<file path="src/rtl/can_fault_pkg.sv">
package can_fault_pkg;

    typedef enum logic [1:0] {
        FS_ACTIVE  = 2'd0,
        FS_WARNING = 2'd1,
        FS_PASSIVE = 2'd2,
        FS_BUSOFF  = 2'd3
    } fault_state_e;

    // Flag byte bit positions
    localparam int FLG_W       = 8;
    localparam int FB_RX_WARN  = 1;
    localparam int FB_TX_WARN  = 2;
    localparam int FB_RX_PASV  = 3;
    localparam int FB_TX_PASV  = 4;
    localparam int FB_BUSOFF   = 5;
    localparam int FB_OVF0     = 6;
    localparam int FB_OVF1     = 7;

    // Cause vector bit positions
    localparam int CAUSE_W     = 5;
    localparam int CZ_RX_WARN  = 0;
    localparam int CZ_TX_WARN  = 1;
    localparam int CZ_RX_PASV  = 2;
    localparam int CZ_TX_PASV  = 3;
    localparam int CZ_BUSOFF   = 4;

endpackage

</file>
<file path="src/rtl/flag_resolver.sv">
module flag_resolver
    import can_fault_pkg::*;
(
    input  logic [FLG_W-1:0]   flags,
    output fault_state_e       level,
    output logic [CAUSE_W-1:0] cause
);

    always_comb begin
        cause = '0;
        level = FS_ACTIVE;
        if (flags[FB_BUSOFF]) begin
            level              = FS_BUSOFF;
            cause[CZ_BUSOFF]   = 1'b1;
        end else if (flags[FB_TX_PASV]) begin
            level              = FS_PASSIVE;
            cause[CZ_TX_PASV]  = 1'b1;
        end else if (flags[FB_RX_PASV]) begin
            level              = FS_PASSIVE;
            cause[CZ_RX_PASV]  = 1'b1;
        end else if (flags[FB_TX_WARN]) begin
            level              = FS_WARNING;
            cause[CZ_TX_WARN]  = 1'b1;
        end else if (flags[FB_RX_WARN]) begin
            level              = FS_WARNING;
            cause[CZ_RX_WARN]  = 1'b1;
        end
    end

endmodule

</file>
<file path="src/rtl/sat_counter.sv">
module sat_counter #(
    parameter int W      = 16,
    parameter int STEP_W = 1
) (
    input  logic              clk,
    input  logic              rst_n,
    input  logic              clr,
    input  logic [STEP_W-1:0] step,
    output logic [W-1:0]      count
);

    localparam int SUM_W = W + 1;

    logic [SUM_W-1:0] sum;

    always_comb begin
        sum = {1'b0, count} + {{(SUM_W-STEP_W){1'b0}}, step};
    end

    always_ff @(posedge clk or negedge rst_n) begin
        if (!rst_n) begin
            count <= '0;
        end else if (clr) begin
            count <= '0;
        end else if (sum[W]) begin
            count <= '1;
        end else begin
            count <= sum[W-1:0];
        end
    end

endmodule

</file>
<file path="src/rtl/fault_fsm.sv">
module fault_fsm
    import can_fault_pkg::*;
(
    input  logic               clk,
    input  logic               rst_n,
    input  logic               clr,
    input  logic               sample,
    input  logic               auto_restart,
    input  fault_state_e       level,
    input  logic [CAUSE_W-1:0] level_cause,
    input  logic [1:0]         ovf_bits,
    output fault_state_e       state_q,
    output logic [CAUSE_W-1:0] cause_q,
    output logic               chg_q,
    output logic               halt_q,
    output logic [1:0]         ovf_clr_q,
    output logic               accept,
    output logic               warn_inc,
    output logic               pass_inc,
    output logic               boff_inc
);

    fault_state_e state_d;

    assign accept = sample && !halt_q && !clr;

    // Next state and transition classification
    always_comb begin
        state_d  = state_q;
        warn_inc = 1'b0;
        pass_inc = 1'b0;
        boff_inc = 1'b0;
        if (accept) begin
            state_d = level;
            unique case (state_q)
                FS_ACTIVE: begin
                    warn_inc = (level != FS_ACTIVE);
                    pass_inc = (level == FS_PASSIVE) || (level == FS_BUSOFF);
                    boff_inc = (level == FS_BUSOFF) && !auto_restart;
                end
                FS_WARNING: begin
                    pass_inc = (level == FS_PASSIVE) || (level == FS_BUSOFF);
                    boff_inc = (level == FS_BUSOFF) && !auto_restart;
                end
                FS_PASSIVE: begin
                    boff_inc = (level == FS_BUSOFF) && !auto_restart;
                end
                FS_BUSOFF: begin
                    boff_inc = 1'b0;
                end
                default: begin
                    boff_inc = 1'b0;
                end
            endcase
        end
    end

    // State register
    always_ff @(posedge clk or negedge rst_n) begin
        if (!rst_n) begin
            state_q <= FS_ACTIVE;
        end else if (clr) begin
            state_q <= FS_ACTIVE;
        end else begin
            state_q <= state_d;
        end
    end

    // Registered outputs
    always_ff @(posedge clk or negedge rst_n) begin
        if (!rst_n) begin
            cause_q   <= '0;
            chg_q     <= 1'b0;
            halt_q    <= 1'b0;
            ovf_clr_q <= '0;
        end else if (clr) begin
            cause_q   <= '0;
            chg_q     <= 1'b0;
            halt_q    <= 1'b0;
            ovf_clr_q <= '0;
        end else begin
            chg_q     <= accept && (state_d != state_q);
            ovf_clr_q <= accept ? ovf_bits : 2'b00;
            if (accept) begin
                cause_q <= level_cause;
            end
            if (boff_inc) begin
                halt_q <= 1'b1;
            end
        end
    end

endmodule

</file>
<file path="src/rtl/can_fault_classifier.sv">
module can_fault_classifier
    import can_fault_pkg::*;
#(
    parameter int CNT_W = 16
) (
    input  logic               clk,
    input  logic               rst_n,
    input  logic               clr,
    input  logic               sample,
    input  logic [7:0]         err_flags,
    input  logic               auto_restart,
    output logic [1:0]         state,
    output logic [4:0]         cause,
    output logic               state_chg,
    output logic               halt,
    output logic [1:0]         ovf_clr,
    output logic [CNT_W-1:0]   warn_cnt,
    output logic [CNT_W-1:0]   pass_cnt,
    output logic [CNT_W-1:0]   boff_cnt,
    output logic [CNT_W-1:0]   ovf_cnt
);

    localparam int NUM_EV = 3;

    fault_state_e       level;
    logic [CAUSE_W-1:0] level_cause;
    fault_state_e       state_q;
    logic               accept;
    logic               warn_inc;
    logic               pass_inc;
    logic               boff_inc;
    logic [1:0]         ovf_bits;
    logic [1:0]         ovf_step;
    logic [NUM_EV-1:0]  ev_inc;
    logic [CNT_W-1:0]   ev_cnt [NUM_EV];

    assign ovf_bits = {err_flags[FB_OVF1], err_flags[FB_OVF0]};
    assign ovf_step = accept ? ({1'b0, ovf_bits[1]} + {1'b0, ovf_bits[0]}) : 2'd0;

    flag_resolver u_resolver (
        .flags (err_flags),
        .level (level),
        .cause (level_cause)
    );

    fault_fsm u_fsm (
        .clk          (clk),
        .rst_n        (rst_n),
        .clr          (clr),
        .sample       (sample),
        .auto_restart (auto_restart),
        .level        (level),
        .level_cause  (level_cause),
        .ovf_bits     (ovf_bits),
        .state_q      (state_q),
        .cause_q      (cause),
        .chg_q        (state_chg),
        .halt_q       (halt),
        .ovf_clr_q    (ovf_clr),
        .accept       (accept),
        .warn_inc     (warn_inc),
        .pass_inc     (pass_inc),
        .boff_inc     (boff_inc)
    );

    assign ev_inc = {boff_inc, pass_inc, warn_inc};

    for (genvar g = 0; g < NUM_EV; g++) begin : g_ev
        sat_counter #(.W(CNT_W), .STEP_W(1)) u_cnt (
            .clk   (clk),
            .rst_n (rst_n),
            .clr   (clr),
            .step  (ev_inc[g]),
            .count (ev_cnt[g])
        );
    end

    sat_counter #(.W(CNT_W), .STEP_W(2)) u_ovf_cnt (
        .clk   (clk),
        .rst_n (rst_n),
        .clr   (clr),
        .step  (ovf_step),
        .count (ovf_cnt)
    );

    assign state    = state_q;
    assign warn_cnt = ev_cnt[0];
    assign pass_cnt = ev_cnt[1];
    assign boff_cnt = ev_cnt[2];

endmodule

</file>
<file path="config.mk">
export PLATFORM = sky130hd
export DESIGN_NAME = can_fault_classifier
export DESIGN_NICKNAME = d
export VERILOG_FILES = /design/src/rtl/can_fault_pkg.sv /design/src/rtl/flag_resolver.sv /design/src/rtl/sat_counter.sv /design/src/rtl/fault_fsm.sv /design/src/rtl/can_fault_classifier.sv
export SDC_FILE = /design/constraint.sdc
export NUM_CORES = 1
export LEC_CHECK = 0
export ABC_AREA = 1
export BUFFER_PORTS_ARGS = -buffer_cell sky130_fd_sc_hd__clkbuf_2
export CAP_MARGIN = 20
export CORE_AREA = 2 2 90 92
export CTS_CLUSTER_SIZE = 16
export DETAILED_ROUTE_END_ITERATION = 10
export DIE_AREA = 0 0 92 94
export GPL_TIMING_DRIVEN = 0
export PLACE_DENSITY = 0.83
export SKIP_CTS_REPAIR_TIMING = 1
export SLEW_MARGIN = 40
export SYNTH_ARGS = -nofsm -noshare
export SYNTH_HDL_FRONTEND = slang
export SYNTH_HIERARCHICAL = 1
export SYNTH_SLANG_ARGS = --single-unit
</file>
<file path="constraint.sdc">
create_clock -name clk -period 3.28 [get_ports clk]
set_input_delay 0.656 -clock clk [delete_from_list [all_inputs] [get_ports clk]]
set_output_delay 0.656 -clock clk [all_outputs]
set_load 0.005 [all_outputs]
</file>
==> metrics list <==
- Of the total synthesized cell area, the portion taken by XOR and XNOR cells is 0.0561.
* Flip-flop cell with the highest count after synthesis: sky130_fd_sc_hd__dfrtp_1
* Area fraction in compound gates after synthesis: 0.0401
- Ranking of synthesized cells by instance count: sky130_fd_sc_hd__nand2_1 (149), sky130_fd_sc_hd__inv_1 (95), sky130_fd_sc_hd__nor2_1 (91), sky130_fd_sc_hd__dfrtp_1 (75), sky130_fd_sc_hd__nand3_1 (55)
- Clock insertion delay at the later pin of the skew report: 0.34 ns
* Worst-case hold slack: 0.182 ns
* Drt drc: 0
* Endpoints failing hold: 0
* Post-synthesis adder-cell area fraction: 0.0293
* Final worst clock skew: 0.00894 ns
- At the worst endpoint, the required time is around 3.6 ns.
- Area of all placed cells without fillers: around 0.0053 mm^2
- Number of max-cap violations: 0
- Summed over all layers, the global routing overflow is 0.
* Fraction of the mapped netlist area in simple logic gates: 0.368
- For this run, the register share of the synthesized area comes to 0.415.
- Antenna Diode Count: 0
- The Yosys step of the flow raised 6 warnings.
- Final critical delay including setup and external delays: 2.43 ns
- Worst flop-to-flop path startpoint: u_fsm/halt_q
* Number of antenna-violating nets in the routed design: 0
* Instance area at placement: ~0.0051 mm^2
- The netlist uses 30 different library cells.
- Maximum count of clock buffers along a single path: 2
- Clock tree from TritonCTS: built
- The tightest min-delay check is of the input pin to asynchronous set/reset pin type.
- The die is around 94 um tall.
- Share of final-layout standard cells stronger than drive strength 1: 0.208
- Final critical-path share of the clock period: 0.742
- Synthesis inferred 75 register bits.
- Top cell type's share of synthesized area: 0.415
* GP Congestion: 0.917
- Setup violations remaining at the end of the flow were counted as 0.
- The first global-routing pass estimated approximately 17,000 um of wire.
- Synthesized Nets: 626
- DR vias/cell: 5.14
- For the pin with the worst max-slew slack, the measured transition is 0.485 ns.
* Die Width: between 90 and 100 um
* Maximum level of the CTS H-tree: 3
- Layout Nets: 724
- After synthesis, the share of cell area in mux cells is 0.
* Wirelength, routed: about 10,000 um
- The worst setup path is of the input pin to register kind.
- Compared with the post-synthesis result, the final layout area differs by 18.2%.
- Based on the critical path, the design can be clocked at up to 411 MHz.
- Via count: 4,153
- Ports placed on the boundary: 88
* Maximum number of pins on one net before global-route repair: 50
- Result of the run: complete, no violations
- Count of final max-slew check failures: 0
- Vias in the first global route: 4,037
* PwrDens: 350 mW/mm^2
- After floorplanning, the core was divided into 32 placement rows.
- During placement, the flow inserted port buffers numbering 86.
- Number of buffers created by CTS: 9
- After synthesis, the largest family of logic cells by area is simple AND/OR/NAND/NOR gates.
- Fraction of registers with async set/reset: 1.00
* Post-Synthesis Cell Area: 0.00453 mm^2
* Library cell used as clock root buffer: sky130_fd_sc_hd__clkbuf_8
* Clock sinks: between 70 and 80
- The worst setup path is launched from an input pin.
- Beginning of the critical path: clr
* Cell types with the largest area share after synthesis: sky130_fd_sc_hd__dfrtp_1 (41%), sky130_fd_sc_hd__nand2_1 (12%), sky130_fd_sc_hd__inv_1 (7.9%), sky130_fd_sc_hd__nor2_1 (7.5%), sky130_fd_sc_hd__nand3_1 (6.1%)
- After the first detailed-routing iteration, the DRC count stood at 160.
- At the worst endpoint, the arrival time is 2.71 ns.
* Unrepaired setup endpoints after global routing: false
* Die Outline Area: between 0.008 and 0.009 mm^2
- Average instance area after synthesis: 7.51 um^2
- In this run, synthesis inferred 0 flip-flops with an integrated enable.
* Wire per inst: 12.4 um
- Yosys instantiated no cell more often than sky130_fd_sc_hd__nand2_1.
- Kind of end point of the critical path: register
- Adding up every negative setup slack in the final design gives 0 ns.
* Top cell type by total area after synthesis: sky130_fd_sc_hd__dfrtp_1
- Across every metal layer, demand over resource in global routing totals 0.246.
- The first TritonRoute pass finished after 5 iterations.
* Core region area: about 0.0076 mm^2
- Initial core utilization: 0.595
- Worst max-slew margin expressed relative to the limit: 0.676
- In this run the static leakage power is 3.02 nW.
* Worst vdd ir: 0.000229 V
* Number of antenna violations at the first check in global routing: 0
- Clock Pin Slew Worst Setup and Hold Paths: 0.08 ns
- Detailed placement ended at an HPWL of roughly 7500 um.
- The cell count after synthesis came out at 603.
* Critical path fanouts, max: 10
## layout make-up
| type | instances | area [um^2] |
|---|---|---|
| Fill cell | 637 | 2260 |
| Multi-Input combinational cell | 420 | 2230 |
| Sequential cell | 75 | 1880 |
| Timing Repair Buffer | 87 | 467 |
| Inverter | 103 | 394 |
| Clock buffer | 12 | 155 |
| Tap cell | 102 | 128 |
| Clock inverter | 4 | 72.6 |
| Buffer | 5 | 22.5 |
## where the power goes
part	total, mW	internal [mW]	switching, mW
Combinational	0.113	0.0370	0.0762
Clock	0.814	0.470	0.344
Sequential	0.945	0.935	0.00933
Total	1.87	1.44	0.429
## critical path, stage by stage
cell                       delay (ns)
sky130_fd_sc_hd__clkbuf_2        0.25
sky130_fd_sc_hd__nor2_8          0.25
sky130_fd_sc_hd__nand2_1         0.07
sky130_fd_sc_hd__inv_1           0.06
sky130_fd_sc_hd__ha_1            0.17
sky130_fd_sc_hd__inv_1           0.06
sky130_fd_sc_hd__fa_1            0.39
sky130_fd_sc_hd__inv_1           0.11
sky130_fd_sc_hd__nand3_4         0.12
sky130_fd_sc_hd__nor3_4          0.23
sky130_fd_sc_hd__nand2_4         0.13
sky130_fd_sc_hd__nand3_1         0.10
sky130_fd_sc_hd__nand2_1         0.06
sky130_fd_sc_hd__inv_1           0.05
## cells in the final DEF, fill, tap and decap left out
cell type                    synthesis  final
sky130_fd_sc_hd__a21oi_1            24     24
sky130_fd_sc_hd__a31oi_1             1      1
sky130_fd_sc_hd__buf_16              0      1
sky130_fd_sc_hd__buf_4               1      1
sky130_fd_sc_hd__bufinv_16           0      2
sky130_fd_sc_hd__clkbuf_1            4      5
sky130_fd_sc_hd__clkbuf_2            0     85
sky130_fd_sc_hd__clkbuf_8            0     12
sky130_fd_sc_hd__clkinv_2            6      7
sky130_fd_sc_hd__clkinvlp_4          0      1
sky130_fd_sc_hd__dfrtp_1            75     75
sky130_fd_sc_hd__fa_1                1      1
sky130_fd_sc_hd__ha_1                9      9
sky130_fd_sc_hd__inv_1              95     95
sky130_fd_sc_hd__inv_2               2      2
sky130_fd_sc_hd__nand2_1           149    149
sky130_fd_sc_hd__nand2_2             8      8
sky130_fd_sc_hd__nand2_4             7      7
sky130_fd_sc_hd__nand3_1            55     55
sky130_fd_sc_hd__nand3_2             1      1
sky130_fd_sc_hd__nand3_4             4      4
sky130_fd_sc_hd__nand3b_1            3      3
sky130_fd_sc_hd__nand4_1             7      7
sky130_fd_sc_hd__nand4_4             1      1
sky130_fd_sc_hd__nor2_1             91     91
sky130_fd_sc_hd__nor2_2              6      6
sky130_fd_sc_hd__nor2_4              5      5
sky130_fd_sc_hd__nor2_8              3      3
sky130_fd_sc_hd__nor3_1              3      3
sky130_fd_sc_hd__nor3_4              1      1
sky130_fd_sc_hd__o21ai_0             7      7
sky130_fd_sc_hd__o21ai_1             4      4
sky130_fd_sc_hd__or2_1               1      1
sky130_fd_sc_hd__xnor2_1            20     20
sky130_fd_sc_hd__xor2_1              9      9
## routing by layer
| metal | part of all wire | vias up | global-route usage |
|---|---|---|---|
| li1 | - | 2050 | - |
| met3 | 0.063 | 16 | 0.0329 |
| met5 | 0 | - | 0 |
| met1 | 0.44 | 1953 | 0.308 |
| met4 | 0.019 | 0 | 0.108 |
| met2 | 0.48 | 134 | 0.428 |
## registers in the layout, summed over array words and instances (netlist names)
name / flops
g_ev.u_cnt/count: 48
u_ovf_cnt/count: 16
u_fsm/cause_q: 5
u_fsm/ovf_clr_q: 2
u_fsm/state_q: 2
u_fsm/chg_q: 1
u_fsm/halt_q: 1
## worst paths after layout
| kind | to | slack (ns) | depth (start not counted) |
|---|---|---|---|
| worst max-delay path | u_ovf_cnt/count[14] | 0.85 | 14 |
| worst min-delay path | g_ev[0].u_cnt/count[12] | 0.18 | 1 |
| worst max register to register | u_ovf_cnt/count[14] | 0.90 | 15 |
| worst min register to register | u_fsm/cause_q[3] | 0.52 | 2 |
| max in group asynchronous | g_ev[2].u_cnt/count[9] | 2.59 | 2 |
| min in group clk | u_fsm/ovf_clr_q[0] | 0.51 | 3 |
## cells by family after synthesis
family / count (synthesis)
AO/OA/AOI/OAI: 36
XOR/XNOR: 29
adder cells (fa/ha/maj): 10
buffers and inverters: 108
flip-flops: 75
AND/OR/NAND/NOR: 345
## metrics by stage
step,setup WS [ns],utilization,power [mW],instances
2_1_floorplan,0.956,-,1.02,603
3_3_place_gp,0.550,0.668,1.07,791
3_5_place_dp,0.482,0.673,1.08,792
4_1_cts,0.840,0.703,1.89,808
5_1_grt,0.656,0.703,1.94,808
6_report,0.847,0.703,1.87,808
Note: power is estimated with default switching activity, not from simulation.
